===== config.mk =====
export PLATFORM = sky130hd
export DESIGN_NAME = segmap_top
export DESIGN_NICKNAME = d
export VERILOG_FILES = /design/src/rtl/segmap_pkg.sv /design/src/rtl/segmap_rst_sync.sv /design/src/rtl/segmap_route_dec.sv /design/src/rtl/segmap_base_sel.sv /design/src/rtl/segmap_unit_sel.sv /design/src/rtl/segmap_top.sv
export SDC_FILE = /design/constraint.sdc
export NUM_CORES = 1
export LEC_CHECK = 0
export ABC_AREA = 1
export BUFFER_PORTS_ARGS = -buffer_cell sky130_fd_sc_hd__buf_4
export CORE_AREA = 2 2 104 106
export CTS_CLUSTER_SIZE = 40
export DETAILED_ROUTE_END_ITERATION = 7
export DIE_AREA = 0 0 106 108
export PLACE_DENSITY = 0.69
export SLEW_MARGIN = 30
export SYNTH_ARGS = -nofsm -noshare
export SYNTH_HDL_FRONTEND = slang
export SYNTH_SLANG_ARGS = --single-unit
export TNS_END_PERCENT = 5

===== constraint.sdc =====
create_clock -name clk -period 1.88 [get_ports clk]
set_clock_uncertainty 0.1 [all_clocks]
set_input_delay 0.094 -clock clk [delete_from_list [all_inputs] [get_ports clk]]
set_output_delay 0.094 -clock clk [all_outputs]
set_load 0.005 [all_outputs]

===== src/rtl/segmap_pkg.sv =====
package segmap_pkg;

  // Path taken by an access; the encoding is visible on rsp_route.
  typedef enum logic [1:0] {
    RT_BYPASS  = 2'd0,
    RT_SEGMENT = 2'd1,
    RT_PAGED   = 2'd2
  } route_e;

  // Access type codes on acc_type.
  typedef enum logic [1:0] {
    ACC_READ  = 2'd0,
    ACC_WRITE = 2'd1,
    ACC_EXEC  = 2'd2,
    ACC_RSVD  = 2'd3
  } acc_e;

  localparam int PERM_W = 3;

  // Permission bundle, bit 0 read, bit 1 write, bit 2 execute.
  typedef struct packed {
    logic x;
    logic w;
    logic r;
  } perm_t;

  localparam perm_t PERM_ALL = '{x: 1'b1, w: 1'b1, r: 1'b1};

  // Bits of the global configuration word that switch translation on.
  localparam int XLATE_EN_LO = 2;
  localparam int XLATE_EN_HI = 3;

endpackage


===== src/rtl/segmap_rst_sync.sv =====
module segmap_rst_sync #(
  parameter int STAGES = 2
) (
  input  logic clk,
  input  logic rst_n,
  output logic rst_sync_n
);

  logic [STAGES-1:0] shift_q;

  always_ff @(posedge clk or negedge rst_n) begin
    if (!rst_n) begin
      shift_q <= '0;
    end else begin
      shift_q <= {shift_q[STAGES-2:0], 1'b1};
    end
  end

  assign rst_sync_n = shift_q[STAGES-1];

endmodule


===== src/rtl/segmap_route_dec.sv =====
module segmap_route_dec
  import segmap_pkg::*;
#(
  parameter int ADDR_W = 32,
  parameter int SEG_W  = 4
) (
  input  logic [ADDR_W-1:0]     gcfg,
  input  logic [SEG_W-1:0]      seg,
  input  logic [2**SEG_W-1:0]   seg_en,
  input  logic                  user_mode,
  output route_e                route
);

  localparam logic [ADDR_W-1:0] EN_MASK =
    (ADDR_W'(1) << XLATE_EN_LO) | (ADDR_W'(1) << XLATE_EN_HI);

  logic xlate_on;
  logic seg_hit;

  assign xlate_on = |(gcfg & EN_MASK);
  assign seg_hit  = seg_en[seg] & ~user_mode;

  always_comb begin
    if (!xlate_on) begin
      route = RT_BYPASS;
    end else if (seg_hit) begin
      route = RT_SEGMENT;
    end else begin
      route = RT_PAGED;
    end
  end

endmodule


===== src/rtl/segmap_base_sel.sv =====
module segmap_base_sel #(
  parameter int ADDR_W = 32,
  parameter int SEG_W  = 4
) (
  input  logic [ADDR_W-1:0] base_lo,
  input  logic [ADDR_W-1:0] base_hi,
  input  logic [SEG_W-1:0]  seg,
  output logic [SEG_W-1:0]  base_nib
);

  localparam int NSEG    = 2**SEG_W;
  localparam int NIB_REG = ADDR_W / SEG_W;

  logic [SEG_W-1:0] nib_tab [NSEG];

  // Segment g reads nibble (g mod NIB_REG) of the low or high word.
  for (genvar g = 0; g < NSEG; g++) begin : g_nib
    if (g < NIB_REG) begin : g_lo
      assign nib_tab[g] = base_lo[g*SEG_W +: SEG_W];
    end else begin : g_hi
      assign nib_tab[g] = base_hi[(g-NIB_REG)*SEG_W +: SEG_W];
    end
  end

  assign base_nib = nib_tab[seg];

endmodule


===== src/rtl/segmap_unit_sel.sv =====
module segmap_unit_sel
  import segmap_pkg::*;
(
  input  logic [1:0] acc_type,
  output logic       is_instr
);

  always_comb begin
    unique case (acc_e'(acc_type))
      ACC_EXEC: is_instr = 1'b1;
      default:  is_instr = 1'b0;
    endcase
  end

endmodule


===== src/rtl/segmap_top.sv =====
module segmap_top
  import segmap_pkg::*;
#(
  parameter int ADDR_W = 32,
  parameter int SEG_W  = 4,
  parameter int VEC_W  = 4
) (
  input  logic                 clk,
  input  logic                 rst_n,
  input  logic                 req_valid,
  input  logic [ADDR_W-1:0]    vaddr,
  input  logic [1:0]           acc_type,
  input  logic                 user_mode,
  input  logic [ADDR_W-1:0]    gcfg,
  input  logic [2**SEG_W-1:0]  seg_en,
  input  logic [ADDR_W-1:0]    base_lo,
  input  logic [ADDR_W-1:0]    base_hi,
  output logic                 pg_req_valid,
  output logic                 pg_req_instr,
  output logic [ADDR_W-1:0]    pg_req_addr,
  output logic [1:0]           pg_req_type,
  input  logic [ADDR_W-1:0]    pg_paddr,
  input  logic [PERM_W-1:0]    pg_perm,
  input  logic                 pg_fault,
  input  logic [VEC_W-1:0]     pg_vec,
  output logic                 rsp_valid,
  output logic [ADDR_W-1:0]    rsp_paddr,
  output logic [PERM_W-1:0]    rsp_perm,
  output logic                 rsp_fault,
  output logic [VEC_W-1:0]     rsp_vec,
  output logic [1:0]           rsp_route
);

  localparam int OFS_W = ADDR_W - SEG_W;

  logic             rst_sync_n;
  logic [SEG_W-1:0] seg;
  logic [SEG_W-1:0] base_nib;
  route_e           route;
  logic             is_instr;

  logic [ADDR_W-1:0] nxt_paddr;
  perm_t             nxt_perm;
  logic              nxt_fault;
  logic [VEC_W-1:0]  nxt_vec;
  route_e            nxt_route;

  logic              valid_q;
  logic [ADDR_W-1:0] paddr_q;
  perm_t             perm_q;
  logic              fault_q;
  logic [VEC_W-1:0]  vec_q;
  route_e            route_q;

  assign seg = vaddr[ADDR_W-1 -: SEG_W];

  segmap_rst_sync #(.STAGES(2)) u_rst_sync (
    .clk        (clk),
    .rst_n      (rst_n),
    .rst_sync_n (rst_sync_n)
  );

  segmap_route_dec #(.ADDR_W(ADDR_W), .SEG_W(SEG_W)) u_route_dec (
    .gcfg      (gcfg),
    .seg       (seg),
    .seg_en    (seg_en),
    .user_mode (user_mode),
    .route     (route)
  );

  segmap_base_sel #(.ADDR_W(ADDR_W), .SEG_W(SEG_W)) u_base_sel (
    .base_lo  (base_lo),
    .base_hi  (base_hi),
    .seg      (seg),
    .base_nib (base_nib)
  );

  segmap_unit_sel u_unit_sel (
    .acc_type (acc_type),
    .is_instr (is_instr)
  );

  // Requests towards the paged unit (same cycle).
  assign pg_req_valid = req_valid & (route == RT_PAGED);
  assign pg_req_instr = is_instr;
  assign pg_req_addr  = vaddr;
  assign pg_req_type  = acc_type;

  // Next-state result.
  always_comb begin
    nxt_paddr = vaddr;
    nxt_perm  = PERM_ALL;
    nxt_fault = 1'b0;
    nxt_vec   = '0;
    nxt_route = route;
    unique case (route)
      RT_SEGMENT: begin
        nxt_paddr = {base_nib, vaddr[OFS_W-1:0]};
      end
      RT_PAGED: begin
        nxt_paddr = pg_paddr;
        nxt_perm  = perm_t'(pg_perm);
        nxt_fault = pg_fault;
        nxt_vec   = pg_vec;
      end
      default: begin
        nxt_paddr = vaddr;
      end
    endcase
  end

  // Result registers.
  always_ff @(posedge clk or negedge rst_sync_n) begin
    if (!rst_sync_n) begin
      valid_q <= 1'b0;
    end else begin
      valid_q <= req_valid;
    end
  end

  always_ff @(posedge clk or negedge rst_sync_n) begin
    if (!rst_sync_n) begin
      paddr_q <= '0;
      perm_q  <= '0;
      fault_q <= 1'b0;
      vec_q   <= '0;
      route_q <= RT_BYPASS;
    end else if (req_valid) begin
      paddr_q <= nxt_paddr;
      perm_q  <= nxt_perm;
      fault_q <= nxt_fault;
      vec_q   <= nxt_vec;
      route_q <= nxt_route;
    end
  end

  assign rsp_valid = valid_q;
  assign rsp_paddr = paddr_q;
  assign rsp_perm  = perm_q;
  assign rsp_fault = fault_q;
  assign rsp_vec   = vec_q;
  assign rsp_route = route_q;

endmodule


==> flow_metrics.tcl <==
set metrics [dict create \
    yosysUniqueCellTypes 21 \
    busiest_layer "met2" \
    grt_pass1_wl_um 18800 \
    clk_pin_slew_ns 0.09 \
    clock_latency_ns 0.29 \
    dr.pass1.iters 5 \
    met1_usage_pct 25.4 \
    cp.required_ns 1.69 \
    leakage_uw 0.00306 \
    regToRegSetupSlack_ns 0.92 \
    startpoint_type "primary input" \
    r2r_cells 3 \
    worstPathArrival_ns 1.46 \
    core_mm2 0.0102 \
    io_buffers 238 \
    num_vias 4056 \
    finalCritPeriodShare_pct 88.2 \
    clockRootBuffer "clkbuf_8" \
    fin_ws_ns 0.222 \
    clock.fmax_mhz 603 \
    synth_edf_count 0 \
    dp_slack_ns 0.166 \
    viasPerCell 4.61 \
    syn_inst 525 \
    grt.total_usage_pct 20.3 \
    layout-drive-gt1-share_pct 36.6 \
    gp_congestion 0.815 \
    num_io_pins 269 \
    grt_pass1_vias 3914 \
    peakVddDrop_mv 0.295 \
    final_common_cell "buf_4" \
    die_w_um 106 \
    dieArea_mm2 0.0114 \
    hold_class "in -> reg" \
    tns_ns 0 \
    drv_cap 0 \
    synthArstFlopShare_pct 100 \
    ant_nets 0 \
    core.rowCount 37 \
    dp.cells 848 \
    maxSlewViolCount 0 \
    drt_wl_total_um 11800 \
    min-delay-start "vaddr[17]" \
    avgRoutedWirePerCell_um 13.5 \
    critPathKind "in -> out" \
    area_delta_synth_final_pct 57.9 \
    syn_nets 715 \
    worstReg2RegEnd "rsp_paddr[29]" \
    pwr_density_cell_mw_per_mm2 533 \
    synth.avg_cell_area_um2 6.50 \
    min_path_cells 5 \
    hold_viol 0 \
    num-fill-cells 1009 \
    cts_buffers 5 \
    grt_util_met3_pct 3.50 \
    cts_sinks 45 \
    syn_area_mm2 0.00341 \
    min_period_ns 1.66 \
    setup_viol 0 \
    cts_tree "built" \
    htreeDepth 2 \
    stdcell_count 879 \
    synth_warnings 0 \
    clockBufferDepth 2 \
    fin_util_pct 52.7 \
    drtIter0Drc 239 \
    final_cell_mix "buf_4 (250), nand2_1 (210), nand3_1 (95)" \
    fin_area_mm2 0.00539 \
    outcome "completed" \
    place.detailed.hpwl_um 8990 \
    antenna_found_initial 0 \
    ys_seq_elements 45 \
    min_to "rsp_paddr[17]" \
    synthFlopType "dfrtp_1" \
    yosysSeqAreaShare_pct 33.0 \
    rsz0062_at_grt "false" \
    grt_start_max_net_pins 34 \
    r2r-start "rsp_paddr[29]" \
    gr-total-overflow 0 \
    initial_utilization_pct 33.4 \
    die_h_um 108 \
    drc 0 \
    dpl-instance-area_mm2 0.00507 \
    cp-end-kind "output pin" \
    path_max_fanout 23 \
    use_met2_pct 36.6 \
    layout.nets 932 \
    antenna_cells 0 \
]
## Yosys cell counts, drive strengths merged (4+ instances only)
cell type | n | area share (%)
nand2 | 213 | 25
nand3 | 97 | 15
buf | 52 | 11
inv | 52 | 5.7
dfrtp | 45 | 33
nand3b | 28 | 6.2
clkbuf | 12 | 1.3
nor2 | 11 | 1.2
a21oi | 4 | 0.59
nand4 | 4 | 0.73
or2 | 4 | 0.73
## critical path, stage by stage
cell	delay, ns
buf_4	0.15
inv_2	0.12
nand2_1	0.07
nand3_1	0.07
nand3_1	0.08
nand3_1	0.13
nand2_4	0.10
nand2_8	0.18
nand3_2	0.18
inv_2	0.14
buf_4	0.12
## worst max path at each step
stage	cells after the start	slack, ns	start	to
floorplan	0	0.43	u_rst_sync.shift_q[1]	rsp_fault
global placement	11	0.19	vaddr[28]	pg_req_valid
detailed placement	12	0.17	vaddr[28]	rsp_paddr[20]
CTS	11	0.17	vaddr[28]	pg_req_valid
global route	11	0.05	vaddr[28]	pg_req_valid
finish	11	0.22	vaddr[28]	pg_req_valid
## sequential cells by signal (all words and copies together), names as in the netlist
name and cells:
rsp_fault 1, rsp_paddr 32, rsp_perm 3, rsp_route 2, rsp_valid 1, rsp_vec 4, u_rst_sync.shift_q 2
## final cells by class
class	count	area, um2	area share (%)
Clock buffer	6	82.6	1.53
Timing Repair Buffer	274	2130	39.4
Tap cell	136	170	3.16
Clock inverter	2	13.8	0.255
Sequential cell	45	1130	20.9
Multi-Input combinational cell	363	1670	31.0
Inverter	53	199	3.69
## metrics by stage
stage / hold slack, ns / total power (uW)
after floorplan: -0.302 / 1670
after CTS: 0.000877 / 2920
after detailed placement: -0.220 / 2230
after global placement: -0.223 / 2220
after global routing: 0.00906 / 3080
final: 0.00660 / 2880
## routing by layer
metal	part of all wire (%)	vias up	wire, um
met1	41	1841	4820
met3	6.9	17	815
li1	-	2037	-
met2	51	161	5980
met4	1.9	0	221
met5	0	-	0
## what timing repair did
item / 4_1_cts / 5_1_grt
resized for setup: 0 / 1
hold buffers: 23 / 0
endpoints found under the setup margin: 0 / 1
endpoints found under the hold margin: 23 / 0
buffers inserted: 0 / 0
## power breakdown
part / switching [uW] / internal, uW
Clock: 331 / 298
Combinational: 484 / 607
Sequential: 74.1 / 1080
Total: 888 / 1990
## cells by family after synthesis
logic type | share of synthesized area [%]
buf+inv | 18.0
compound gates | 0.953
other cells | 0.110
flops | 33.0
simple gates | 47.9
(Power assumes the default switching activity.)
